File: config.mk
export PLATFORM = sky130hd
export DESIGN_NAME = video_sync_gen
export DESIGN_NICKNAME = d
export VERILOG_FILES = /design/src/rtl/vsg_pkg.sv /design/src/rtl/vsg_clkdiv.sv /design/src/rtl/vsg_timebase.sv /design/src/rtl/vsg_outreg.sv /design/src/rtl/video_sync_gen.sv
export SDC_FILE = /design/constraint.sdc
export NUM_CORES = 1
export LEC_CHECK = 0
export CAP_MARGIN = 20
export CORE_AREA = 8 8 61 63
export DETAILED_ROUTE_END_ITERATION = 16
export DIE_AREA = 0 0 69 71
export PLACE_DENSITY_LB_ADDON = 0.12
export RECOVER_POWER = 100
export SLEW_MARGIN = 10
export SYNTH_ARGS = -nofsm -noshare
export SYNTH_HDL_FRONTEND = slang
export SYNTH_SLANG_ARGS = --single-unit
export TNS_END_PERCENT = 20
File: constraint.sdc
create_clock -name clk -period 3.7 [get_ports clk]
set_input_delay 0.925 -clock clk [delete_from_list [all_inputs] [get_ports clk]]
set_output_delay 0.925 -clock clk [all_outputs]
set_load 0.02 [all_outputs]
File: src/rtl/vsg_pkg.sv
package vsg_pkg;

    // Internal active-high view of the registered timing outputs.
    typedef struct packed {
        logic line_sync;
        logic frame_sync;
        logic comp_sync;
        logic irq;
        logic hold;
    } vsg_flags_t;

    // Counter width able to hold values 0 .. n-1 (at least one bit).
    function automatic int cnt_bits(input int n);
        return (n <= 2) ? 1 : $clog2(n);
    endfunction

endpackage

File: src/rtl/vsg_clkdiv.sv
module vsg_clkdiv #(
    parameter int CLK_DIV = 2
) (
    input  logic clk,
    input  logic rst,
    output logic tick,
    output logic cpu_clk
);
    import vsg_pkg::*;

    localparam int PH_W = cnt_bits(CLK_DIV);
    localparam logic [PH_W-1:0] PH_LAST = PH_W'(CLK_DIV - 1);
    localparam logic [PH_W-1:0] PH_HIGH = PH_W'(CLK_DIV / 2);

    generate
        if (CLK_DIV == 2) begin : g_toggle
            logic phase;
            always_ff @(posedge clk) begin
                if (rst) begin
                    phase   <= 1'b0;
                    cpu_clk <= 1'b0;
                end else begin
                    phase   <= ~phase;
                    cpu_clk <= phase;
                end
            end
            assign tick = phase;
        end else begin : g_count
            logic [PH_W-1:0] phase;
            always_ff @(posedge clk) begin
                if (rst) begin
                    phase   <= '0;
                    cpu_clk <= 1'b0;
                end else begin
                    phase   <= (phase == PH_LAST) ? '0 : phase + 1'b1;
                    cpu_clk <= (phase >= PH_HIGH);
                end
            end
            assign tick = (phase == PH_LAST);
        end
    endgenerate

endmodule

File: src/rtl/vsg_timebase.sv
module vsg_timebase #(
    parameter int LINE_CYCLES  = 207,
    parameter int HSYNC_CYCLES = 19,
    parameter int FRAME_LINES  = 262,
    parameter int VSYNC_CYCLES = 1212
) (
    input  logic clk,
    input  logic rst,
    input  logic tick,
    output logic line_act,
    output logic frame_act
);
    import vsg_pkg::*;

    localparam int CYC_W = cnt_bits(LINE_CYCLES);
    localparam int LN_W  = cnt_bits(FRAME_LINES);
    localparam int VS_W  = cnt_bits(VSYNC_CYCLES + 1);

    localparam logic [CYC_W-1:0] CYC_LAST = CYC_W'(LINE_CYCLES - 1);
    localparam logic [CYC_W-1:0] HS_END   = CYC_W'(HSYNC_CYCLES);
    localparam logic [LN_W-1:0]  LN_LAST  = LN_W'(FRAME_LINES - 1);
    localparam logic [VS_W-1:0]  VS_LOAD  = VS_W'(VSYNC_CYCLES);

    logic [CYC_W-1:0] cyc;
    logic [LN_W-1:0]  line;
    logic [VS_W-1:0]  vs_left;
    logic             line_wrap;
    logic             frame_wrap;

    assign line_wrap  = (cyc == CYC_LAST);
    assign frame_wrap = line_wrap && (line == LN_LAST);

    always_ff @(posedge clk) begin
        if (rst) begin
            cyc  <= '0;
            line <= '0;
        end else if (tick) begin
            if (line_wrap) begin
                cyc  <= '0;
                line <= frame_wrap ? '0 : line + 1'b1;
            end else begin
                cyc <= cyc + 1'b1;
            end
        end
    end

    // Frame sync: remaining CPU cycles of the pulse, reloaded at frame start.
    always_ff @(posedge clk) begin
        if (rst) begin
            vs_left <= VS_LOAD;
        end else if (tick) begin
            if (frame_wrap) begin
                vs_left <= VS_LOAD;
            end else if (vs_left != '0) begin
                vs_left <= vs_left - 1'b1;
            end
        end
    end

    assign line_act  = (cyc < HS_END);
    assign frame_act = (vs_left != '0);

endmodule

File: src/rtl/vsg_outreg.sv
module vsg_outreg (
    input  logic                clk,
    input  logic                rst,
    input  logic                line_act,
    input  logic                frame_act,
    input  logic                nmi_en,
    input  logic                halt_n,
    output vsg_pkg::vsg_flags_t flags
);
    import vsg_pkg::*;

    vsg_flags_t nxt;

    always_comb begin
        nxt.line_sync  = line_act;
        nxt.frame_sync = frame_act;
        nxt.comp_sync  = line_act | frame_act;
        nxt.irq        = line_act & nmi_en;
        nxt.hold       = line_act & nmi_en & halt_n;
    end

    always_ff @(posedge clk) begin
        if (rst) begin
            flags <= '0;
        end else begin
            flags <= nxt;
        end
    end

endmodule

File: src/rtl/video_sync_gen.sv
module video_sync_gen #(
    parameter int CLK_DIV      = 2,
    parameter int LINE_CYCLES  = 207,
    parameter int HSYNC_CYCLES = 19,
    parameter int FRAME_LINES  = 262,
    parameter int VSYNC_CYCLES = 1212
) (
    input  logic clk,
    input  logic rst,
    input  logic halt_n,
    input  logic nmi_en,
    output logic cpu_clk,
    output logic hsync_n,
    output logic vsync_n,
    output logic csync_n,
    output logic nmi_n,
    output logic wait_n
);
    import vsg_pkg::*;

    logic       tick;
    logic       line_act;
    logic       frame_act;
    vsg_flags_t flags;

    vsg_clkdiv #(.CLK_DIV(CLK_DIV)) u_div (
        .clk     (clk),
        .rst     (rst),
        .tick    (tick),
        .cpu_clk (cpu_clk)
    );

    vsg_timebase #(
        .LINE_CYCLES  (LINE_CYCLES),
        .HSYNC_CYCLES (HSYNC_CYCLES),
        .FRAME_LINES  (FRAME_LINES),
        .VSYNC_CYCLES (VSYNC_CYCLES)
    ) u_tb (
        .clk       (clk),
        .rst       (rst),
        .tick      (tick),
        .line_act  (line_act),
        .frame_act (frame_act)
    );

    vsg_outreg u_out (
        .clk       (clk),
        .rst       (rst),
        .line_act  (line_act),
        .frame_act (frame_act),
        .nmi_en    (nmi_en),
        .halt_n    (halt_n),
        .flags     (flags)
    );

    assign hsync_n = ~flags.line_sync;
    assign vsync_n = ~flags.frame_sync;
    assign csync_n = ~flags.comp_sync;
    assign nmi_n   = ~flags.irq;
    assign wait_n  = ~flags.hold;

endmodule

==> results of run 1 <==
[per-stage QoR]
stage	instance area, µm²	total power, µW
2_1_floorplan	1660	445
3_3_place_gp	1770	463
3_5_place_dp	1770	466
4_1_cts	1850	745
5_1_grt	1840	762
6_report	1840	737
[power by group through the flow]
stage / clock network [µW] / logic [µW] / registers, µW
after global routing: 298 / 60.5 / 403
after global placement: 0 / 53.8 / 409
after floorplan: 0 / 41.3 / 404
final: 281 / 54.3 / 402
after CTS: 286 / 56.7 / 402
after detailed placement: 0 / 56.2 / 410
[worst paths after layout]
kind / endpoint / cells after the start / from / slack [ns]
max: hsync_n / 2 / u_out.flags[4] / 1.36
min: u_tb.vs_left[9] / 2 / u_tb.vs_left[9] / 0.48
max reg2reg: u_tb.line[1] / 4 / u_div.tick / 1.45
min reg2reg: u_tb.vs_left[9] / 2 / u_tb.vs_left[9] / 0.48
[cells by family after synthesis]
family	count (synthesis)	share of synthesized area [%]
flops	35	42.3
simple gates	81	30.1
fa+ha+maj	5	3.78
mux	2	1.21
compound gates	28	11.9
xor+xnor	13	6.88
buf+inv	16	3.78
[synth_stat cells, drive strengths merged, types with 6 or more instances]
cell type and instances:
nor2 15, nor3 8, inv 11, or3 7
nand4 6, dfxtp 35, a21oi 11, nand3 9
nand2 6, or4 9, xor2 9
[final cells by class]
cell class	instances	area [µm²]	area share [%]
Clock buffer	5	37.5	2.04
Clock inverter	3	43.8	2.39
Sequential cell	35	701	38.2
Multi-Input combinational cell	129	881	48.0
Inverter	11	41.3	2.25
Tap cell	33	41.3	2.25
Timing Repair Buffer	9	90.1	4.91
[worst max-delay path: cells and delay by family, from the launching register on]
family | cells | cell delay, ns
buf+inv | 2 | 0.74
flops | 1 | 0.32
[state kept, by name, summed over array words and instances (netlist names)]
register	cells
u_tb.vs_left	11
u_out.flags	5
u_div.tick	1
u_div.cpu_clk	1
u_tb.cyc	8
u_tb.line	9
[layer usage]
metal	routed length [µm]	track usage (%)	vias to the layer above
li1	-	-	690
met1	1470	14.1	688
met2	1700	23.3	30
met3	158	5.31	7
met4	66	9.57	0
met5	0	0	-
[cell usage in the layout, fill, tap and decap left out, drive strengths merged, types with 2 or more instances in the layout]
cell and n:
and2 2, nand4b 3, dfxtp 35, nor3 8, and3 2, clkbuf 5, o21ai 5, o311ai 2
clkdlybuf4s50 2, or4 9, xor2 9, clkinv 2, xnor2 4, nand3 9, mux2i 2, o41ai 3
and4 2, nand4 6, a21oi 11, o31ai 3, dlygate4sd3 7, nor2 15, nor4 5, or3 7
ha 5, nand2 6, inv 11
==> results.toml, run 1 <==
[global_route]
gr-total-overflow = 0
antenna_found_initial = 0
grt_pass1_vias = 1335
grt_pass1_wl_um = 5710
grt_usage_pct = 13.9
grt_max_degree = 18

[sta]
rsz0062_at_grt = "false"
whs_ns = 0.480
max_freq_ghz = 0.428
relSlewSlack_pct = 30.6
setup_tns_ns = 0
finalWorstSetupSlack_ns = 1.36
finClkSkew_ns = 0.0148
hold_viol_final = 0
period_minus_slack_ns = 2.34
worst_slew_pin_slew_ns = 1.03
period_share_pct = 63.1
slew_viol_final = 0
setup_viol = 0

[flow_run]
maxCapViolCount = 0

[detailed_routing]
first_pass_iters = 4
wire_per_inst_um = 15.1
vias_per_cell = 6.29
drc = 0
vias = 1415
finalWirelength_um = 3390
ant_nets = 0
drt_iter0_drc = 114

[placed_design]
dp_hpwl_um = 2360
portBuffers = 9
place_inst = 217
dp_slack_ns = 1.09
gp_congestion = 0.855

[cts]
cts-buffers-inserted = 5
clock_latency_ns = 0.35
clk_pin_slew_ns = 0.12
clk_path_buf_depth = 2
htree_num_levels = 2
cts-hold-fix-buffers = 0
clock_sinks = 35
post_cts_buffers = 0
cts_root_buffer = "clkbuf_4"
cts_tree = "done"
cts-resized-gates = 0

[setup_path]
crit_slowest_cell = "dlygate4sd3_1"
worst_setup_path_start_kind = "flop"
cp_max_fo = 1
cp-end-kind = "output pin"
critPathMaxStageDelay_ns = 0.69
critPathKind = "reg2out"
crit_arrival_ns = 1.41
crit_required_ns = 2.77
path_cells = "inv_1 > dlygate4sd3_1"

[synthesis]
syn_inst = 180
yosysSeqAreaShare_pct = 42.3
synthesis.area_um2 = 1660
syn_nets = 189
synth_top_area_cell = "dfxtp_1"
synth_edf_count = 0
synthArstFlopShare_pct = 0
ys_ff_latch = 35
synthFlopType = "dfxtp_1"
yosys_warnings = 0
synthDistinctLibCells = 43
syn_avg_cell_area_um2 = 9.20
synth_area_leaders = "dfxtp_1 42%, xor2_1 4.8%, ha_1 3.8%"
yosysTopAreaCellShare_pct = 42.3

[floorplan]
die_w_um = 69
rows = 20
start_util_pct = 58.0
dieArea_um2 = 4900
io_pins = 10
core_region_area_um2 = 2850
die-height_um = 71

[power_and_ir_drop]
p_clk_share_pct = 38.1
p_seq_share_pct = 54.5
power_density_nw_per_um2 = 402
p_switching_uw = 185
switching_share_pct = 25.1
peakVddDrop_uv = 347
p_int_uw = 552
p_leak_uw = 0.000653
combPwrFrac_pct = 7.4

[layout]
drive_gt1_share_pct = 7.29
final_cells = 225
layout.nets = 200
syn_to_final_growth_pct = 10.9
fillers = 259
fin_util_pct = 64.3
antenna_cells = 0

[outcome]
status = "finished, final reports clean"

[worst_hold_path]
hold_path.class = "reg2reg"
Power figures use the tool's default switching activity.
==> run 2, diff against run 1 <==
--- a/config.mk
+++ b/config.mk
@@ -6,9 +6,9 @@
 export NUM_CORES = 1
 export LEC_CHECK = 0
 export CAP_MARGIN = 20
-export CORE_AREA = 8 8 61 63
+export CORE_AREA = 8 8 63 65
 export DETAILED_ROUTE_END_ITERATION = 16
-export DIE_AREA = 0 0 69 71
+export DIE_AREA = 0 0 71 73
 export PLACE_DENSITY_LB_ADDON = 0.12
 export RECOVER_POWER = 100
 export SLEW_MARGIN = 10
==> constraint.sdc (replaced) <==
create_clock -name clk -period 2.2 [get_ports clk]
set_input_delay 0.55 -clock clk [delete_from_list [all_inputs] [get_ports clk]]
set_output_delay 0.55 -clock clk [all_outputs]
set_load 0.02 [all_outputs]
==> run 2 against run 1 <==
  * Global-route usage shrank 0.35 points
  * Sequential power grew 68%
  * Hold slack lost 0.0076 ns
  * Clock power is 26% higher
  * Cell area fell by 0.14%
  * Final cell count increased by 1.8%
  * Via count is 0.49% lower
  * Combinational power up 73%
  * Non-clock buffer count rose by 5
  * Routed wire length decreased by 1.5%
  * Total power grew 52%
  * Utilization shrank 2.3 points
  * Largest power group unchanged
  * Highest routed layer unchanged
==> results.toml, run 2 (synthesis gave the netlist of run 1 again) <==
[sta]
period_minus_slack_ns = 2.00
whs_ns = 0.473
finClkSkew_ns = 0.00827
slew_viol_final = 0
finalWorstSetupSlack_ns = 0.201
setup_tns_ns = 0
worst_slew_pin_slew_ns = 0.497
period_share_pct = 90.8
rsz0062_at_grt = "false"
max_freq_ghz = 0.500
relSlewSlack_pct = 66.9
hold_viol_final = 0
setup_viol = 0

[detailed_routing]
ant_nets = 0
drc = 0
vias_per_cell = 6.15
drt_iter0_drc = 79
wire_per_inst_um = 14.6
finalWirelength_um = 3340
first_pass_iters = 4
vias = 1408

[floorplan]
rows = 20
core_region_area_um2 = 2950
dieArea_um2 = 5180
die_w_um = 71
start_util_pct = 56.1
die-height_um = 73
io_pins = 10

[layout]
largest_reg_flops = 11
syn_to_final_growth_pct = 10.7
final_area_um2 = 1830
layout.nets = 205
antenna_cells = 0
largestRegisters = "u_tb.vs_left (11), u_tb.line (9), u_tb.cyc (8)"
drive_gt1_share_pct = 7.14
mostFrequentLayoutCell = "dfxtp_1"
final_cell_mix = "35 x dfxtp_1, 14 x nor2_1, 11 x inv_1, 11 x a21oi_1"
top_register = "u_tb.vs_left"

[setup_path]
critPathKind = "reg2reg"
reg2regPathDepth = 5
reg2reg_slack_ns = 0.20
cp_max_fo = 8
worst_setup_path_start_kind = "flop"
crit_arrival_ns = 2.23
cp-end-kind = "flop"
startpoint = "u_tb.vs_left[2]"
rr_endpoint = "u_tb.vs_left[4]"
crit_required_ns = 2.44
r2r-start = "u_tb.vs_left[2]"

[power_and_ir_drop]
p_leak_uw = 0.000654
p_seq_share_pct = 60.1
combPwrFrac_pct = 8.4
p_clk_share_pct = 31.5
power_density_nw_per_um2 = 611
p_int_uw = 839
switching_share_pct = 25.1
peakVddDrop_uv = 328
p_switching_uw = 282

[worst_hold_path]
min_from = "u_tb.vs_left[9]"
hold_path_depth = 2
hold_path.class = "reg2reg"
min_to = "u_tb.vs_left[9]"

[global_route]
grt_pass1_vias = 1322
grt_pass1_wl_um = 5780
gr-total-overflow = 0
grt_usage_pct = 13.6
antenna_found_initial = 0
grt_max_degree = 15

[cts]
cts_tree = "done"
clock_sinks = 35
htree_num_levels = 2
clk_pin_slew_ns = 0.11
cts-hold-fix-buffers = 0
cts-resized-gates = 0
cts-buffers-inserted = 5
clk_path_buf_depth = 2
post_cts_buffers = 0
clock_latency_ns = 0.33
cts_root_buffer = "clkbuf_4"

[placed_design]
dp_hpwl_um = 2380
portBuffers = 9
gp_congestion = 0.828
dp_slack_ns = 0.209
placed_area_um2 = 1800

[flow_run]
maxCapViolCount = 0

[outcome]
status = "finished, final reports clean"
-- run 2: power by group through the flow --
| stage | sequential (µW) | clock (µW) | combinational [µW] |
|---|---|---|---|
| final | 674 | 353 | 93.8 |
| after global routing | 678 | 380 | 106 |
| after CTS | 673 | 359 | 99.1 |
| after detailed placement | 688 | 0 | 98.6 |
| after global placement | 687 | 0 | 96.9 |
| after floorplan | 680 | 0 | 69.5 |
-- run 2: layout make-up --
type	instances	area (µm²)
Fill cell	272	1120
Tap cell	33	41.3
Clock inverter	1	5.00
Sequential cell	35	701
Inverter	11	41.3
Clock buffer	6	51.3
Multi-Input combinational cell	129	877
Timing Repair Buffer	14	116
-- run 2: worst max-delay path by stage --
stage,endpoint,slack [ns],depth (start not counted)
3_3_place_gp,u_out.flags[0],0.27,4
5_1_grt,u_tb.cyc[5],0.11,6
4_1_cts,u_tb.line[1],0.27,4
3_5_place_dp,u_out.flags[0],0.21,4
6_report,u_tb.vs_left[4],0.20,5
2_1_floorplan,u_tb.vs_left[4],0.48,4
-- run 2: stage by stage --
| step | total power (µW) | util (%) | std cells |
|---|---|---|---|
| floorplan | 749 | - | 180 |
| global placement | 784 | 61.1 | 222 |
| detailed placement | 787 | 61.1 | 222 |
| CTS | 1130 | 63.0 | 229 |
| global route | 1160 | 62.1 | 229 |
| finish | 1120 | 62.1 | 229 |
-- run 2: layer usage --
layer  part of all wire (%)  GRT usage [%]  up-vias
met5                      0              0        -
li1                       -              -      705
met2                     48           23.2       41
met4                    1.1           5.31        0
met3                    4.9           3.16        7
met1                     46           16.0      655
-- run 2: critical path: stages (launching register included) --
cell     delay (ns)
dfxtp_1        0.38
or4_1          0.69
nor4_1         0.31
buf_4          0.20
nor3_1         0.05
a211o_1        0.26
